--- src/rtl/spi_mode_pkg.sv ---
package spi_mode_pkg;

  // Register indices within the bank
  localparam int unsigned IDX_CMD    = 0;
  localparam int unsigned IDX_POWER  = 1;
  localparam int unsigned IDX_TIMING = 2;
  localparam int unsigned IDX_DRIVER = 3;
  localparam int unsigned IDX_FORMAT = 4;

  // Pin positions within the synchronized pin vector
  localparam int unsigned PIN_SDI = 0;
  localparam int unsigned PIN_SCK = 1;
  localparam int unsigned PIN_CS  = 2;

  // Driver current code chosen by the data pin in parallel mode
  localparam logic [2:0] CUR_REDUCED = 3'b001;
  localparam logic [2:0] CUR_DEFAULT = 3'b000;

  // Storage mask for each register: bits without a field hold 0
  function automatic logic [7:0] field_mask(input int unsigned idx);
    case (idx)
      IDX_POWER:  return 8'h0E;
      IDX_TIMING: return 8'h0F;
      IDX_DRIVER: return 8'h1F;
      IDX_FORMAT: return 8'h1F;
      default:    return 8'h00;
    endcase
  endfunction

endpackage

--- src/rtl/serial_pin_sync.sv ---
module serial_pin_sync #(
  parameter int unsigned WIDTH = 3,
  parameter int unsigned STAGES = 2,
  parameter logic [WIDTH-1:0] RESET_VAL = '0
) (
  input  logic             clk,
  input  logic             rst_n,
  input  logic [WIDTH-1:0] pins,
  output logic [WIDTH-1:0] pins_s
);

  generate
    for (genvar b = 0; b < WIDTH; b++) begin : g_bit
      logic [STAGES-1:0] chain;
      always_ff @(posedge clk or negedge rst_n) begin
        if (!rst_n) chain <= {STAGES{RESET_VAL[b]}};
        else        chain <= {chain[STAGES-2:0], pins[b]};
      end
      assign pins_s[b] = chain[STAGES-1];
    end
  endgenerate

endmodule

--- src/rtl/spi_frame_engine.sv ---
module spi_frame_engine #(
  parameter int unsigned ADDR_W = 7,
  parameter int unsigned DATA_W = 8
) (
  input  logic              clk,
  input  logic              rst_n,
  input  logic              enable,
  input  logic              cs_n_s,
  input  logic              sck_s,
  input  logic              sdi_s,
  input  logic [DATA_W-1:0] rd_data,
  output logic [ADDR_W-1:0] rd_addr,
  output logic              wr_en,
  output logic [ADDR_W-1:0] wr_addr,
  output logic [DATA_W-1:0] wr_data,
  output logic              sdo_pull
);

  localparam int unsigned FRAME = 1 + ADDR_W + DATA_W;
  localparam int unsigned CNT_W = $clog2(FRAME + 1);
  localparam logic [CNT_W-1:0] ADDR_LAST = CNT_W'(ADDR_W);
  localparam logic [CNT_W-1:0] LOAD_AT   = CNT_W'(ADDR_W + 1);
  localparam logic [CNT_W-1:0] SHIFT_AT  = CNT_W'(ADDR_W + 2);
  localparam logic [CNT_W-1:0] LAST      = CNT_W'(FRAME - 1);
  localparam logic [CNT_W-1:0] FULL      = CNT_W'(FRAME);

  logic [CNT_W-1:0]  cnt;
  logic              rw_q;
  logic              sck_q;
  logic [ADDR_W-1:0] addr_q;
  logic [DATA_W-1:0] in_sh;
  logic [DATA_W-1:0] out_sh;
  logic              active;
  logic              take;

  assign active = enable & ~cs_n_s;
  assign take   = active & sck_s & ~sck_q & (cnt < FULL);

  always_ff @(posedge clk or negedge rst_n) begin
    if (!rst_n) begin
      cnt     <= '0;
      rw_q    <= 1'b0;
      sck_q   <= 1'b0;
      addr_q  <= '0;
      in_sh   <= '0;
      out_sh  <= '0;
      wr_en   <= 1'b0;
      wr_addr <= '0;
      wr_data <= '0;
    end else begin
      sck_q <= sck_s;
      wr_en <= 1'b0;
      if (!active) begin
        cnt  <= '0;
        rw_q <= 1'b0;
      end else if (take) begin
        cnt <= cnt + 1'b1;
        if (cnt == '0)              rw_q   <= sdi_s;
        else if (cnt <= ADDR_LAST)  addr_q <= {addr_q[ADDR_W-2:0], sdi_s};
        else                        in_sh  <= {in_sh[DATA_W-2:0], sdi_s};
        if (cnt == LOAD_AT)         out_sh <= rd_data;
        else if (cnt >= SHIFT_AT)   out_sh <= {out_sh[DATA_W-2:0], 1'b0};
        if (cnt == LAST && !rw_q) begin
          wr_en   <= 1'b1;
          wr_addr <= addr_q;
          wr_data <= {in_sh[DATA_W-2:0], sdi_s};
        end
      end
    end
  end

  assign rd_addr  = addr_q;
  assign sdo_pull = active & rw_q & (cnt > LOAD_AT) & ~out_sh[DATA_W-1];

  // a commit only ever follows the last frame edge
  assert_commit_on_last_edge_R5: assert property (@(posedge clk) disable iff (!rst_n)
    wr_en |-> ($past(cnt) == LAST));

  // edge counter never runs past one frame
  assert_edge_count_bounded_R5: assert property (@(posedge clk) disable iff (!rst_n)
    cnt <= FULL);

  // a frame cut short by select rising commits nothing
  assert_abort_no_commit_R6: assert property (@(posedge clk) disable iff (!rst_n)
    (cs_n_s && cnt != '0 && cnt < LAST) |=> !wr_en);

  // line released whenever select is high
  assert_sdo_idle_release_R4: assert property (@(posedge clk) disable iff (!rst_n)
    cs_n_s |-> !sdo_pull);

endmodule

--- src/rtl/mode_reg_bank.sv ---
module mode_reg_bank #(
  parameter int unsigned ADDR_W = 7,
  parameter int unsigned DATA_W = 8,
  parameter int unsigned NUM_REGS = 5,
  parameter int unsigned CLEAR_BIT = 7
) (
  input  logic                       clk,
  input  logic                       rst_n,
  input  logic                       wr_en,
  input  logic [ADDR_W-1:0]          wr_addr,
  input  logic [DATA_W-1:0]          wr_data,
  input  logic [ADDR_W-1:0]          rd_addr,
  output logic [DATA_W-1:0]          rd_data,
  output logic [NUM_REGS*DATA_W-1:0] regs_flat
);

  logic clear_all;
  assign clear_all = wr_en && (wr_addr == '0) && wr_data[CLEAR_BIT];

  // Command slot stores nothing
  assign regs_flat[DATA_W-1:0] = '0;

  generate
    for (genvar g = 1; g < NUM_REGS; g++) begin : g_reg
      localparam logic [DATA_W-1:0] MASK = DATA_W'(spi_mode_pkg::field_mask(g));
      logic [DATA_W-1:0] q;
      always_ff @(posedge clk or negedge rst_n) begin
        if (!rst_n)                                   q <= '0;
        else if (clear_all)                           q <= '0;
        else if (wr_en && wr_addr == ADDR_W'(g))      q <= wr_data & MASK;
      end
      assign regs_flat[g*DATA_W +: DATA_W] = q;

      // a write to this slot lands with unused bits cleared
      assert_write_lands_R2: assert property (@(posedge clk) disable iff (!rst_n)
        (wr_en && wr_addr == ADDR_W'(g)) |=> (q == ($past(wr_data) & MASK)));
    end
  endgenerate

  always_comb begin
    rd_data = '0;
    for (int i = 0; i < NUM_REGS; i++) begin
      if (rd_addr == ADDR_W'(i)) rd_data = regs_flat[i*DATA_W +: DATA_W];
    end
  end

  // the clear command empties the whole bank
  assert_soft_clear_R7: assert property (@(posedge clk) disable iff (!rst_n)
    clear_all |=> (regs_flat == '0));

  // writes outside the map change nothing
  assert_unmapped_ignored_R8: assert property (@(posedge clk) disable iff (!rst_n)
    (wr_en && wr_addr >= ADDR_W'(NUM_REGS)) |=> $stable(regs_flat));

endmodule

--- src/rtl/spi_mode_regfile.sv ---
module spi_mode_regfile #(
  parameter int unsigned ADDR_W = 7,
  parameter int unsigned DATA_W = 8,
  parameter int unsigned NUM_REGS = 5,
  parameter int unsigned SYNC_STAGES = 2
) (
  input  logic       clk,
  input  logic       rst_n,
  input  logic       par_mode,
  input  logic       cs_n,
  input  logic       sck,
  input  logic       sdi,
  output logic       sdo_pull_low,
  output logic       pd_sleep,
  output logic       pd_nap,
  output logic       pd_chan_b,
  output logic       clk_invert,
  output logic [1:0] clk_phase,
  output logic       dcs_enable,
  output logic [2:0] lvds_cur,
  output logic       lvds_term,
  output logic       lvds_off,
  output logic       fmt_twos,
  output logic       fmt_rand,
  output logic       fmt_abp,
  output logic [1:0] test_mode
);
  import spi_mode_pkg::*;

  localparam int unsigned NPINS = 3;
  localparam logic [NPINS-1:0] PIN_IDLE = 3'b100;

  logic [NPINS-1:0]           pins_s;
  logic [ADDR_W-1:0]          rd_addr, wr_addr;
  logic [DATA_W-1:0]          rd_data, wr_data;
  logic                       wr_en;
  logic                       sdo_pull;
  logic [NUM_REGS*DATA_W-1:0] regs_flat;
  logic [DATA_W-1:0]          r_pow, r_tim, r_drv, r_fmt;
  logic                       unused_reg_bits;

  serial_pin_sync #(.WIDTH(NPINS), .STAGES(SYNC_STAGES), .RESET_VAL(PIN_IDLE)) u_sync (
    .clk(clk), .rst_n(rst_n), .pins({cs_n, sck, sdi}), .pins_s(pins_s)
  );

  spi_frame_engine #(.ADDR_W(ADDR_W), .DATA_W(DATA_W)) u_frame (
    .clk(clk), .rst_n(rst_n), .enable(!par_mode),
    .cs_n_s(pins_s[PIN_CS]), .sck_s(pins_s[PIN_SCK]), .sdi_s(pins_s[PIN_SDI]),
    .rd_data(rd_data), .rd_addr(rd_addr),
    .wr_en(wr_en), .wr_addr(wr_addr), .wr_data(wr_data), .sdo_pull(sdo_pull)
  );

  mode_reg_bank #(.ADDR_W(ADDR_W), .DATA_W(DATA_W), .NUM_REGS(NUM_REGS)) u_bank (
    .clk(clk), .rst_n(rst_n), .wr_en(wr_en), .wr_addr(wr_addr), .wr_data(wr_data),
    .rd_addr(rd_addr), .rd_data(rd_data), .regs_flat(regs_flat)
  );

  assign r_pow = regs_flat[IDX_POWER*DATA_W  +: DATA_W];
  assign r_tim = regs_flat[IDX_TIMING*DATA_W +: DATA_W];
  assign r_drv = regs_flat[IDX_DRIVER*DATA_W +: DATA_W];
  assign r_fmt = regs_flat[IDX_FORMAT*DATA_W +: DATA_W];
  assign unused_reg_bits = ^regs_flat;

  assign sdo_pull_low = sdo_pull;

  always_comb begin
    if (par_mode) begin
      pd_sleep   = pins_s[PIN_SCK];
      pd_nap     = 1'b0;
      pd_chan_b  = 1'b0;
      clk_invert = 1'b0;
      clk_phase  = 2'b00;
      dcs_enable = pins_s[PIN_CS];
      lvds_cur   = pins_s[PIN_SDI] ? CUR_REDUCED : CUR_DEFAULT;
      lvds_term  = 1'b0;
      lvds_off   = 1'b0;
      fmt_twos   = 1'b0;
      fmt_rand   = 1'b0;
      fmt_abp    = 1'b0;
      test_mode  = 2'b00;
    end else begin
      pd_sleep   = r_pow[3];
      pd_nap     = r_pow[2];
      pd_chan_b  = r_pow[1];
      clk_invert = r_tim[3];
      clk_phase  = r_tim[2:1];
      dcs_enable = r_tim[0];
      lvds_cur   = r_drv[2:0];
      lvds_term  = r_drv[3];
      lvds_off   = r_drv[4];
      fmt_twos   = r_fmt[0];
      fmt_rand   = r_fmt[1];
      fmt_abp    = r_fmt[2];
      test_mode  = r_fmt[4:3];
    end
  end

  // the strap keeps the data line released
  assert_strap_releases_sdo_R11: assert property (@(posedge clk) disable iff (!rst_n)
    par_mode |-> !sdo_pull_low);

endmodule

--- config.mk ---
export PLATFORM = sky130hd
export DESIGN_NAME = spi_mode_regfile
export DESIGN_NICKNAME = d
export VERILOG_FILES = /design/src/rtl/spi_mode_pkg.sv /design/src/rtl/serial_pin_sync.sv /design/src/rtl/spi_frame_engine.sv /design/src/rtl/mode_reg_bank.sv /design/src/rtl/spi_mode_regfile.sv
export SDC_FILE = /design/constraint.sdc
export NUM_CORES = 1
export LEC_CHECK = 0
export ABC_AREA = 1
export CAP_MARGIN = 20
export CORE_MARGIN = 4
export CORE_UTILIZATION = 40
export CTS_CLUSTER_DIAMETER = 30
export DETAILED_ROUTE_END_ITERATION = 10
export HOLD_SLACK_MARGIN = 0.1
export SLEW_MARGIN = 10
export SYNTH_ARGS = -nofsm -noshare
export SYNTH_HDL_FRONTEND = slang
export SYNTH_SLANG_ARGS = --single-unit
export TNS_END_PERCENT = 20
--- constraint.sdc ---
create_clock -name clk -period 2.2 [get_ports clk]
set_clock_uncertainty 0.15 [all_clocks]
set_input_delay 0.44 -clock clk [delete_from_list [all_inputs] [get_ports clk]]
set_output_delay 0.44 -clock clk [all_outputs]
set_load 0.03 [all_outputs]
==> impl_metrics.csv, run 1 <==
group,metric,value,unit
timing,relSlewSlack,72.8,%
floorplanning,rows,32,
global_route,grt_antenna_before_repair,0,
yosys,yosysWarningCount,0,
power_and_ir_drop,ir_drop,0.295,mV
yosys,synth_edf_count,0,
layout,fill_cells,776,
hold_path,hp-class,"flip-flop to flip-flop",
power_and_ir_drop,power_frac_comb,4.7,%
yosys,seq_area_frac_synth,51.3,%
power_and_ir_drop,p_int,1.93,mW
drt,wire_per_inst,12.8,um
drt,wirelength,6690,um
power_and_ir_drop,p_per_area,629,nW/um^2
timing,fmax,472,MHz
yosys,syn-num-nets,379,
floorplanning,die_w,97.8,um
cts,cts_tree,"yes",
place,dp_hpwl,4960,um
floorplanning,die_area,9560,um^2
global_route,grt_pass1_wl,11700,um
yosys,ys.flop_type,"dfrtp_1",
place,io_buffers,23,
power_and_ir_drop,seqPwrFrac,50.4,%
drt,drc_errors,0,
cts,clk_pin_slew_worst_paths,0.07,ns
timing,final-setup-viol-count,0,
layout,drive_gt1_share,25.9,%
drt,antenna_left,0,
yosys,postSynthAreaPerCell,8.74,um^2
drt,drtIter0Drc,148,
timing,finalMaxSlewViolations,0,
yosys,netlist_area,3220,um^2
yosys,synth_mux_area_share,0.815,%
layout,final_util,50.4,%
worst_setup_path,crit_arrival,1.53,ns
power_and_ir_drop,p_leak,1.85,nW
run_status,status,"finished, final reports clean",
floorplanning,die_h,97.8,um
cts,cts_htree_levels,3,
drt,vias,2479,
yosys,synth_cell_types,38,
worst_setup_path,crit_type,"flip-flop to output port",
worst_setup_path,crit_fanout,3,
worst_setup_path,worstPathRequired,1.61,ns
cts,numCtsBuffers,9,
global_route,grt_usage,15.2,%
timing,period_share,96.3,%
yosys,async_flop_share,100,%
worst_setup_path,end_kind,"output port",
power_and_ir_drop,p_clk_share,45.0,%
timing,tightest_slew,0.406,ns
yosys,synth_fa_ha_area_share,1.55,%
yosys,synth_xor_area_share,0,%
flow_run,cap_violations,0,
place,place_congestion,0.877,
cts,root_buffer,"clkbuf_8",
cts,clockBufferDepth,2,
floorplanning,pin_count,24,
worst_setup_path,cp-start-kind,"flip-flop",
yosys,synth_seq_cells,66,
power_and_ir_drop,netSwitchingPower,527,uW
global_route,grt_pass1_vias,2387,
yosys,syn_inst,369,
timing,period_minus_slack,2.12,ns
global_route,grt_overflow,0,
power_and_ir_drop,sw_frac_of_total,21.4,%
yosys,synth_top_family_by_area,"simple AND/OR/NAND/NOR gates",
timing,finalHoldViolations,0,
drt,vias_per_cell,4.74,
yosys,synth-compound-area-share,12.8,%
yosys,synthSimpleGateAreaFrac,24.5,%
cts,clock_latency,0.33,ns
layout,layout.nets,426,
drt,firstDrtPassIters,4,
global_route,grt_max_degree,33,
layout,synthToLayoutAreaGrowth,21.4,%
floorplanning,core,7770,um^2
power_and_ir_drop,power.total,2.46,mW
layout,diodes,0,
cts,clock-sinks,66,
floorplanning,start_util,41.5,%
layout make-up:
type                    count  area (um^2)  share of cell area (%)
clock buffers              10          138                    3.52
clock inverters             6         80.1                    2.05
inverters                  59          223                    5.69
multi-input cells         236         1300                    33.2
flip-flops and latches     66         1650                    42.3
well taps                 102          128                    3.26
repair buffers             44          392                    10.0
registers in the layout, indices dropped and copies added (netlist names):
register	count
u_sync.g_bit.chain	6
u_frame.wr_addr	7
u_frame.rw_q	1
u_frame.rd_addr	7
u_bank.g.q	17
u_frame.wr_en	1
u_frame.sck_q	1
u_frame.wr_data	6
u_frame.in_sh	7
u_frame.out_sh	8
u_frame.cnt	5
logic make-up (layout without fill, tap and decap cells):
kind of cell,Yosys count,after routing
DFF,66,66
and+or+nand+nor,164,164
buffers and inverters,67,119
adders and majority gates,4,4
muxes,2,2
AOI/OAI and AO/OA,66,66
worst paths after layout:
check / start / end / slack (ns) / cells past startpoint
setup / recovery: u_frame.cnt[0] / sdo_pull_low / 0.08 / 8
hold / removal: u_sync.g_bit[1].chain[0] / u_sync.g_bit[1].chain[1] / 0.20 / 0
setup reg to reg: u_frame.cnt[0] / u_frame.in_sh[6] / 0.27 / 8
hold reg to reg: u_sync.g_bit[1].chain[0] / u_sync.g_bit[1].chain[1] / 0.20 / 0
max in group asynchronous: rst_n / u_sync.g_bit[2].chain[0] / 1.00 / 3
min in group asynchronous: rst_n / u_frame.cnt[0] / 0.35 / 2
Yosys cell counts (4+ instances only):
cell,number,area (um^2)
nand2_2,9,56.3
nand2_1,79,297
buf_6,5,56.3
inv_2,4,15.0
dfrtp_1,64,1600
nor2_2,4,25.0
nand3_1,20,100
a21oi_1,7,35.0
o21ai_0,17,85.1
o21ai_2,13,114
inv_1,54,203
o21ai_1,22,110
ha_1,4,50.1
nor2_1,35,131
metal layers:
| layer | vias up | share of wire [%] | track usage (%) |
|---|---|---|---|
| li1 | 1264 | - | - |
| met1 | 1165 | 48 | 21.7 |
| met2 | 43 | 46 | 22.6 |
| met3 | 7 | 4.7 | 3.29 |
| met4 | 0 | 1.2 | 6.39 |
| met5 | - | 0 | 0 |
repair_timing:
item                                    in CTS  in global routing
hold buffers                                 1                  0
endpoints found under the setup margin       2                  5
gates resized for setup                      4                  8
setup buffers                                4                  4
gates cloned                                 0                  0
hold endpoints to repair                    48                  0
pin swaps                                    2                  2
worst max-delay path: stages, from the launching register on:
cell and delay (ns):
dfrtp_1 0.38, inv_2 0.07, ha_4 0.17, nand2_4 0.07
nor2_4 0.04, inv_2 0.06, nand4_1 0.11, nor2_1 0.13
buf_4 0.16
cells in the final DEF (no fill, tap or decap), types with 2 or more instances in the layout:
cell type,count
a21oi_1,7
buf_12,3
buf_4,33
bufinv_16,2
clkbuf_8,10
clkdlybuf4s50_1,3
clkinv_2,5
dfrtp_1,64
dfstp_2,2
ha_1,3
inv_1,52
inv_2,6
nand2_1,79
nand2_2,8
nand3_1,20
nand4_1,2
nand4_2,2
nor2_1,35
nor2_2,3
nor2_4,4
nor3_1,2
nor3_2,3
o21ai_0,17
o21ai_1,22
o21ai_2,13
metrics by stage:
step	TNS (ns)	hold slack [ns]	setup slack [ns]	area (um^2)	instances
finish	0	0.200	0.0825	3920	523
global route	-0.0142	0.218	-0.0142	3920	523
floorplan	0	-0.00559	0.185	3220	369
global placement	-0.882	0.165	-0.232	3580	498
CTS	-0.00221	0.201	-0.00221	3840	519
detailed placement	-1.62	0.161	-0.249	3580	498
power by group through the flow:
stage | Combinational (mW) | Sequential (mW) | Clock, mW
CTS | 0.108 | 1.24 | 1.14
global placement | 0.100 | 1.26 | 0
finish | 0.115 | 1.24 | 1.11
detailed placement | 0.101 | 1.26 | 0
global route | 0.130 | 1.24 | 1.21
floorplan | 0.0439 | 1.26 | 0
No activity file was read; power rests on OpenSTA's default activity.
==> run 2: changes to the inputs <==
--- a/config.mk
+++ b/config.mk
@@ -8,10 +8,11 @@
 export ABC_AREA = 1
 export CAP_MARGIN = 20
 export CORE_MARGIN = 4
-export CORE_UTILIZATION = 40
+export CORE_UTILIZATION = 35
 export CTS_CLUSTER_DIAMETER = 30
 export DETAILED_ROUTE_END_ITERATION = 10
 export HOLD_SLACK_MARGIN = 0.1
+export PLACE_DENSITY = 0.56
 export SLEW_MARGIN = 10
 export SYNTH_ARGS = -nofsm -noshare
 export SYNTH_HDL_FRONTEND = slang
==> constraint.sdc (replaced) <==
create_clock -name clk -period 2.2 [get_ports clk]
set_clock_uncertainty 0.15 [all_clocks]
set_input_delay 0.44 -clock clk [delete_from_list [all_inputs] [get_ports clk]]
set_output_delay 0.44 -clock clk [all_outputs]
set_load 0.05 [all_outputs]
==> run 2 against run 1 <==
Effect of this change:
- maximum frequency increased by 1.3%
- total power decreased by 4.9%
- non-clock buffer count increased by 7
- sequential power about the same
- critical path depth unchanged
- clock power decreased by 11%
- setup slack improved by 0.027 ns
- combinational power about the same
- routed wire length increased by 1.1%
==> impl_metrics.csv, run 2 (synthesized netlist as in run 1, its figures left out) <==
group,metric,value,unit
floorplanning,die_area,10800,um^2
layout,layout.nets,433,
cts,clk_pin_slew_worst_paths,0.06,ns
worst_setup_path,crit_type,"flip-flop to output port",
global_route,grt_max_degree,56,
cts,numCtsBuffers,9,
cts,clockBufferDepth,2,
drt,drtIter0Drc,146,
global_route,grt_antenna_before_repair,0,
layout,layout_common_cells,"nand2_1, dfrtp_1, inv_1, nor2_1, buf_4",
place,io_buffers,23,
layout,reg_top3,"u_bank.g.q x17, u_frame.out_sh x8",
global_route,grt_pass1_wl,11800,um
timing,finalMaxSlewViolations,0,
cts,clock_latency,0.33,ns
floorplanning,die_h,104,um
hold_path,min_to,"u_sync.g_bit[0].chain[1]",
floorplanning,core,8850,um^2
layout,final_common_cell,"nand2_1",
timing,fmax,478,MHz
power_and_ir_drop,ir_drop,0.323,mV
power_and_ir_drop,p_leak,1.90,nW
layout,fin_area,4130,um^2
worst_setup_path,r2r-start,"u_frame.cnt[1]",
worst_setup_path,worst_r2r_path_depth,10,
drt,vias_per_cell,4.68,
layout,synthToLayoutAreaGrowth,28.1,%
floorplanning,rows,34,
timing,rsz0062_at_grt,"no",
worst_setup_path,worstPathRequired,1.61,ns
cts,cts_tree,"yes",
flow_run,cap_violations,0,
cts,root_buffer,"clkbuf_8",
drt,vias,2506,
drt,firstDrtPassIters,4,
layout,drive_gt1_share,26.7,%
place,post_dp_cell_area,3870,um^2
worst_setup_path,r2r_slack,0.29,ns
timing,final-setup-viol-count,0,
timing,period_share,95.0,%
place,dp_cells,514,
drt,wire_per_inst,12.6,um
drt,drc_errors,0,
floorplanning,pin_count,24,
timing,finalHoldViolations,0,
power_and_ir_drop,p_per_area,567,nW/um^2
worst_setup_path,crit_fanout,3,
global_route,grt_pass1_vias,2487,
timing,relSlewSlack,73.5,%
layout,final_util,46.7,%
cts,cts_htree_levels,3,
worst_setup_path,worst_r2r_endpoint,"u_frame.wr_addr[6]",
floorplanning,start_util,36.4,%
global_route,grt_usage,13.5,%
layout,fill_cells,846,
timing,period_minus_slack,2.09,ns
global_route,grt_overflow,0,
place,place_congestion,0.828,
layout,fin_cells,535,
drt,antenna_left,0,
worst_setup_path,end_kind,"output port",
layout,largest_reg_flops,17,
worst_setup_path,cp-start-kind,"flip-flop",
timing,tightest_slew,0.396,ns
worst_setup_path,crit_arrival,1.50,ns
layout,diodes,0,
layout,top_register,"u_bank.g.q",
drt,wirelength,6760,um
place,dp_hpwl,5030,um
hold_path,hp-class,"flip-flop to flip-flop",
power_and_ir_drop,power.total,2.34,mW
timing,timing.hold.ws,0.198,ns
cts,clock-sinks,66,
floorplanning,die_w,104,um
run_status,status,"finished, final reports clean",
hold_path,min-delay-start,"u_sync.g_bit[0].chain[0]",
hold_path,hold_depth,0,
## run 2: changes by cell type in the layout (fill, tap and decap cells not counted), sizes merged
cell,before,now
buf,38,46
bufinv,2,1
clkbuf,10,12
clkdlybuf4s15,1,0
clkinv,5,3
dlygate4sd2,0,1
dlymetal6s2s,1,0
## run 2: cell type report
class / count / area (um^2) / area share [%]
Clock inverter: 3 / 40.0 / 0.970
Multi-Input combinational cell: 236 / 1300 / 31.5
Timing Repair Buffer: 51 / 633 / 15.3
Inverter: 59 / 223 / 5.39
Sequential cell: 66 / 1650 / 40.1
Clock buffer: 12 / 145 / 3.52
Tap cell: 108 / 135 / 3.27
## run 2: report_power, final
group	switching, mW	internal [mW]
clock	0.439	0.546
sequential	0.0116	1.23
combinational	0.0738	0.0430
total	0.525	1.82
## run 2: how the worst max path moves through the flow
stage	from	endpoint	cells after the start
finish	u_frame.cnt[0]	sdo_pull_low	8
global route	u_frame.cnt[0]	sdo_pull_low	8
CTS	u_frame.cnt[0]	sdo_pull_low	8
detailed placement	par_mode	lvds_cur[1]	5
global placement	par_mode	pd_chan_b	5
floorplan	par_mode	dcs_enable	2
## run 2: worst max-delay path, cell delays in order (launching register included)
cell and delay [ns]:
dfrtp_1 0.37, inv_2 0.07, ha_4 0.15, nand2_2 0.08
nor2_4 0.05, inv_2 0.05, nand4_1 0.11, nor2_2 0.15
buf_12 0.15
## run 2: routing by layer
metal	routed length [um]	track usage [%]
met5	0	0
met4	106	5.41
met3	237	3.41
met2	3080	20.8
met1	3330	18.2
## run 2: per-stage QoR
stage | setup slack, ns | setup TNS [ns]
CTS | 0.0156 | 0
finish | 0.110 | 0
detailed placement | -0.0958 | -0.744
global placement | -0.0694 | -0.376
floorplan | -0.132 | -0.321
global route | 0.00564 | 0
## run 2: timing repair
| action | CTS | global route |
|---|---|---|
| hold buffers | 1 | 0 |
| buffers inserted | 3 | 2 |
| resized for setup | 4 | 5 |
| endpoints found under the setup margin | 16 | 1 |
| hold endpoints to repair | 11 | 0 |
| pin swaps | 1 | 2 |
==> run 3: changes to the inputs <==
--- a/config.mk
+++ b/config.mk
@@ -13,8 +13,9 @@
 export DETAILED_ROUTE_END_ITERATION = 10
 export HOLD_SLACK_MARGIN = 0.1
 export PLACE_DENSITY = 0.56
+export RECOVER_POWER = 50
 export SLEW_MARGIN = 10
 export SYNTH_ARGS = -nofsm -noshare
 export SYNTH_HDL_FRONTEND = slang
 export SYNTH_SLANG_ARGS = --single-unit
-export TNS_END_PERCENT = 20
+export TNS_END_PERCENT = 5
==> run 3 against run 2 <==
Effect of this change:
- final cell count unchanged
- worst hold slack unchanged
- utilization about the same
- register-to-register slack about the same
- global-route usage unchanged
- combinational power about the same
- via count up 0.12%
- critical path type unchanged
- critical endpoint unchanged
==> impl_metrics.csv, run 3 (synthesized netlist as in run 1, its figures left out) <==
group,metric,value,unit
run_status,status,"finished, final reports clean",
worst_setup_path,worst_r2r_endpoint,"u_frame.wr_addr[6]",
worst_setup_path,crit_fanout,3,
layout,fill_cells,847,
hold_path,hp-class,"flip-flop to flip-flop",
worst_setup_path,worstSetupEndpoint,"sdo_pull_low",
floorplanning,die_h,104,um
hold_path,hold_depth,0,
drt,firstDrtPassIters,4,
layout,layout_common_cells,"nand2_1, dfrtp_1, inv_1, nor2_1, buf_4",
worst_setup_path,worstPathRequired,1.61,ns
floorplanning,die_w,104,um
drt,wire_per_inst,12.6,um
worst_setup_path,path_buf_inv,3,
cts,clock_latency,0.33,ns
timing,finalMaxSlewViolations,0,
layout,top_register,"u_bank.g.q",
place,dp_cells,514,
cts,cts_htree_levels,3,
global_route,grt_pass1_wl,11800,um
global_route,grt_pass1_vias,2487,
worst_setup_path,r2r-start,"u_frame.cnt[1]",
floorplanning,core,8850,um^2
global_route,grt_antenna_before_repair,0,
timing,period_share,94.7,%
worst_setup_path,path_depth,8,
power_and_ir_drop,p_per_area,567,nW/um^2
worst_setup_path,crit_chain,"inv_2 -> ha_4 -> nand2_2 -> nor2_4 -> inv_2 -> nand4_1 -> nor2_2 -> buf_12",
timing,timing.hold.ws,0.198,ns
cts,root_buffer,"clkbuf_8",
timing,finalHoldViolations,0,
global_route,grt_max_degree,56,
drt,vias_per_cell,4.69,
floorplanning,start_util,36.4,%
timing,rsz0062_at_grt,"no",
worst_setup_path,critPathTopFamily,"simple AND/OR/NAND/NOR gates",
layout,drive_gt1_share,26.5,%
floorplanning,pin_count,24,
place,place_congestion,0.828,
worst_setup_path,slowest_stage,"dfrtp_1",
worst_setup_path,cpMostUsedCell,"inv_2",
power_and_ir_drop,p_leak,1.90,nW
flow_run,cap_violations,0,
drt,vias,2509,
place,dp_hpwl,5030,um
worst_setup_path,startpoint,"u_frame.cnt[0]",
timing,final-setup-viol-count,0,
timing,period_minus_slack,2.08,ns
layout,layout.nets,433,
layout,largest_reg_flops,17,
drt,drc_errors,0,
timing,relSlewSlack,55.7,%
layout,reg_top3,"u_bank.g.q x17, u_frame.out_sh x8",
worst_setup_path,slowest_delay,0.36,ns
worst_setup_path,r2r_slack,0.29,ns
power_and_ir_drop,ir_drop,0.323,mV
cts,clock-sinks,66,
layout,diodes,0,
cts,numCtsBuffers,9,
layout,final_util,46.6,%
drt,antenna_left,0,
layout,fin_cells,535,
global_route,grt_usage,13.5,%
drt,drtIter0Drc,145,
layout,synthToLayoutAreaGrowth,28.0,%
worst_setup_path,end_kind,"output port",
floorplanning,die_area,10800,um^2
timing,fmax,480,MHz
layout,final_common_cell,"nand2_1",
cts,clk_pin_slew_worst_paths,0.06,ns
timing,tightest_slew,0.665,ns
cts,clockBufferDepth,2,
place,post-place-ws,-0.0958,ns
floorplanning,rows,34,
worst_setup_path,crit_type,"flip-flop to output port",
place,io_buffers,23,
worst_setup_path,crit_arrival,1.49,ns
timing,timing.final.ws_setup,0.116,ns
global_route,grt_overflow,0,
worst_setup_path,cp-start-kind,"flip-flop",
cts,cts_tree,"yes",
drt,wirelength,6760,um
worst_setup_path,worst_r2r_path_depth,10,
[run 3: area by class of cell]
cell class	count	area [um^2]	share of cell area (%)
inverter	59	223	5.40
clock buffer	12	145	3.52
sequential	66	1650	40.1
clock inverter	3	40.0	0.970
multi-input combinational	236	1300	31.5
tap	108	135	3.27
timing repair buffer	51	632	15.3
[run 3: power by group]
group / leakage [nW] / total [mW] / switching, mW / internal, mW
clock: 0.0962 / 0.985 / 0.439 / 0.546
combinational: 0.908 / 0.115 / 0.0738 / 0.0417
sequential: 0.892 / 1.24 / 0.0116 / 1.23
[run 3: layer usage]
layer | global-route usage [%] | up-vias | part of all wire (%)
li1 | - | 1275 | -
met1 | 18.2 | 1191 | 49
met2 | 20.8 | 34 | 46
met3 | 3.41 | 9 | 3.5
met4 | 5.41 | 0 | 1.6
met5 | 0 | - | 0
[run 3: worst min-delay path by stage]
stage | startpoint | end
after floorplan | rst_n | u_bank.g_reg[1].q[1]
after global placement | rst_n | u_sync.g_bit[1].chain[1]
after detailed placement | rst_n | u_frame.cnt[1]
after CTS | u_sync.g_bit[0].chain[0] | u_sync.g_bit[0].chain[1]
after global routing | u_sync.g_bit[1].chain[0] | u_sync.g_bit[1].chain[1]
final | u_sync.g_bit[0].chain[0] | u_sync.g_bit[0].chain[1]
[run 3: timing repair]
| action | CTS | global route |
|---|---|---|
| buffers inserted | 3 | 2 |
| endpoints found under the setup margin | 16 | 1 |
| resized for setup | 4 | 5 |
| endpoints found under the hold margin | 11 | 0 |
| hold buffers | 1 | 0 |
| pin swaps | 1 | 2 |
[run 3: stage by stage]
| step | area [um^2] | TNS [ns] | total power [mW] |
|---|---|---|---|
| final | 4130 | 0 | 2.34 |
| after floorplan | 3220 | -0.321 | 1.31 |
| after global placement | 3870 | -0.376 | 1.38 |
| after CTS | 4100 | 0 | 2.37 |
| after global routing | 4130 | 0 | 2.44 |
| after detailed placement | 3870 | -0.744 | 1.38 |
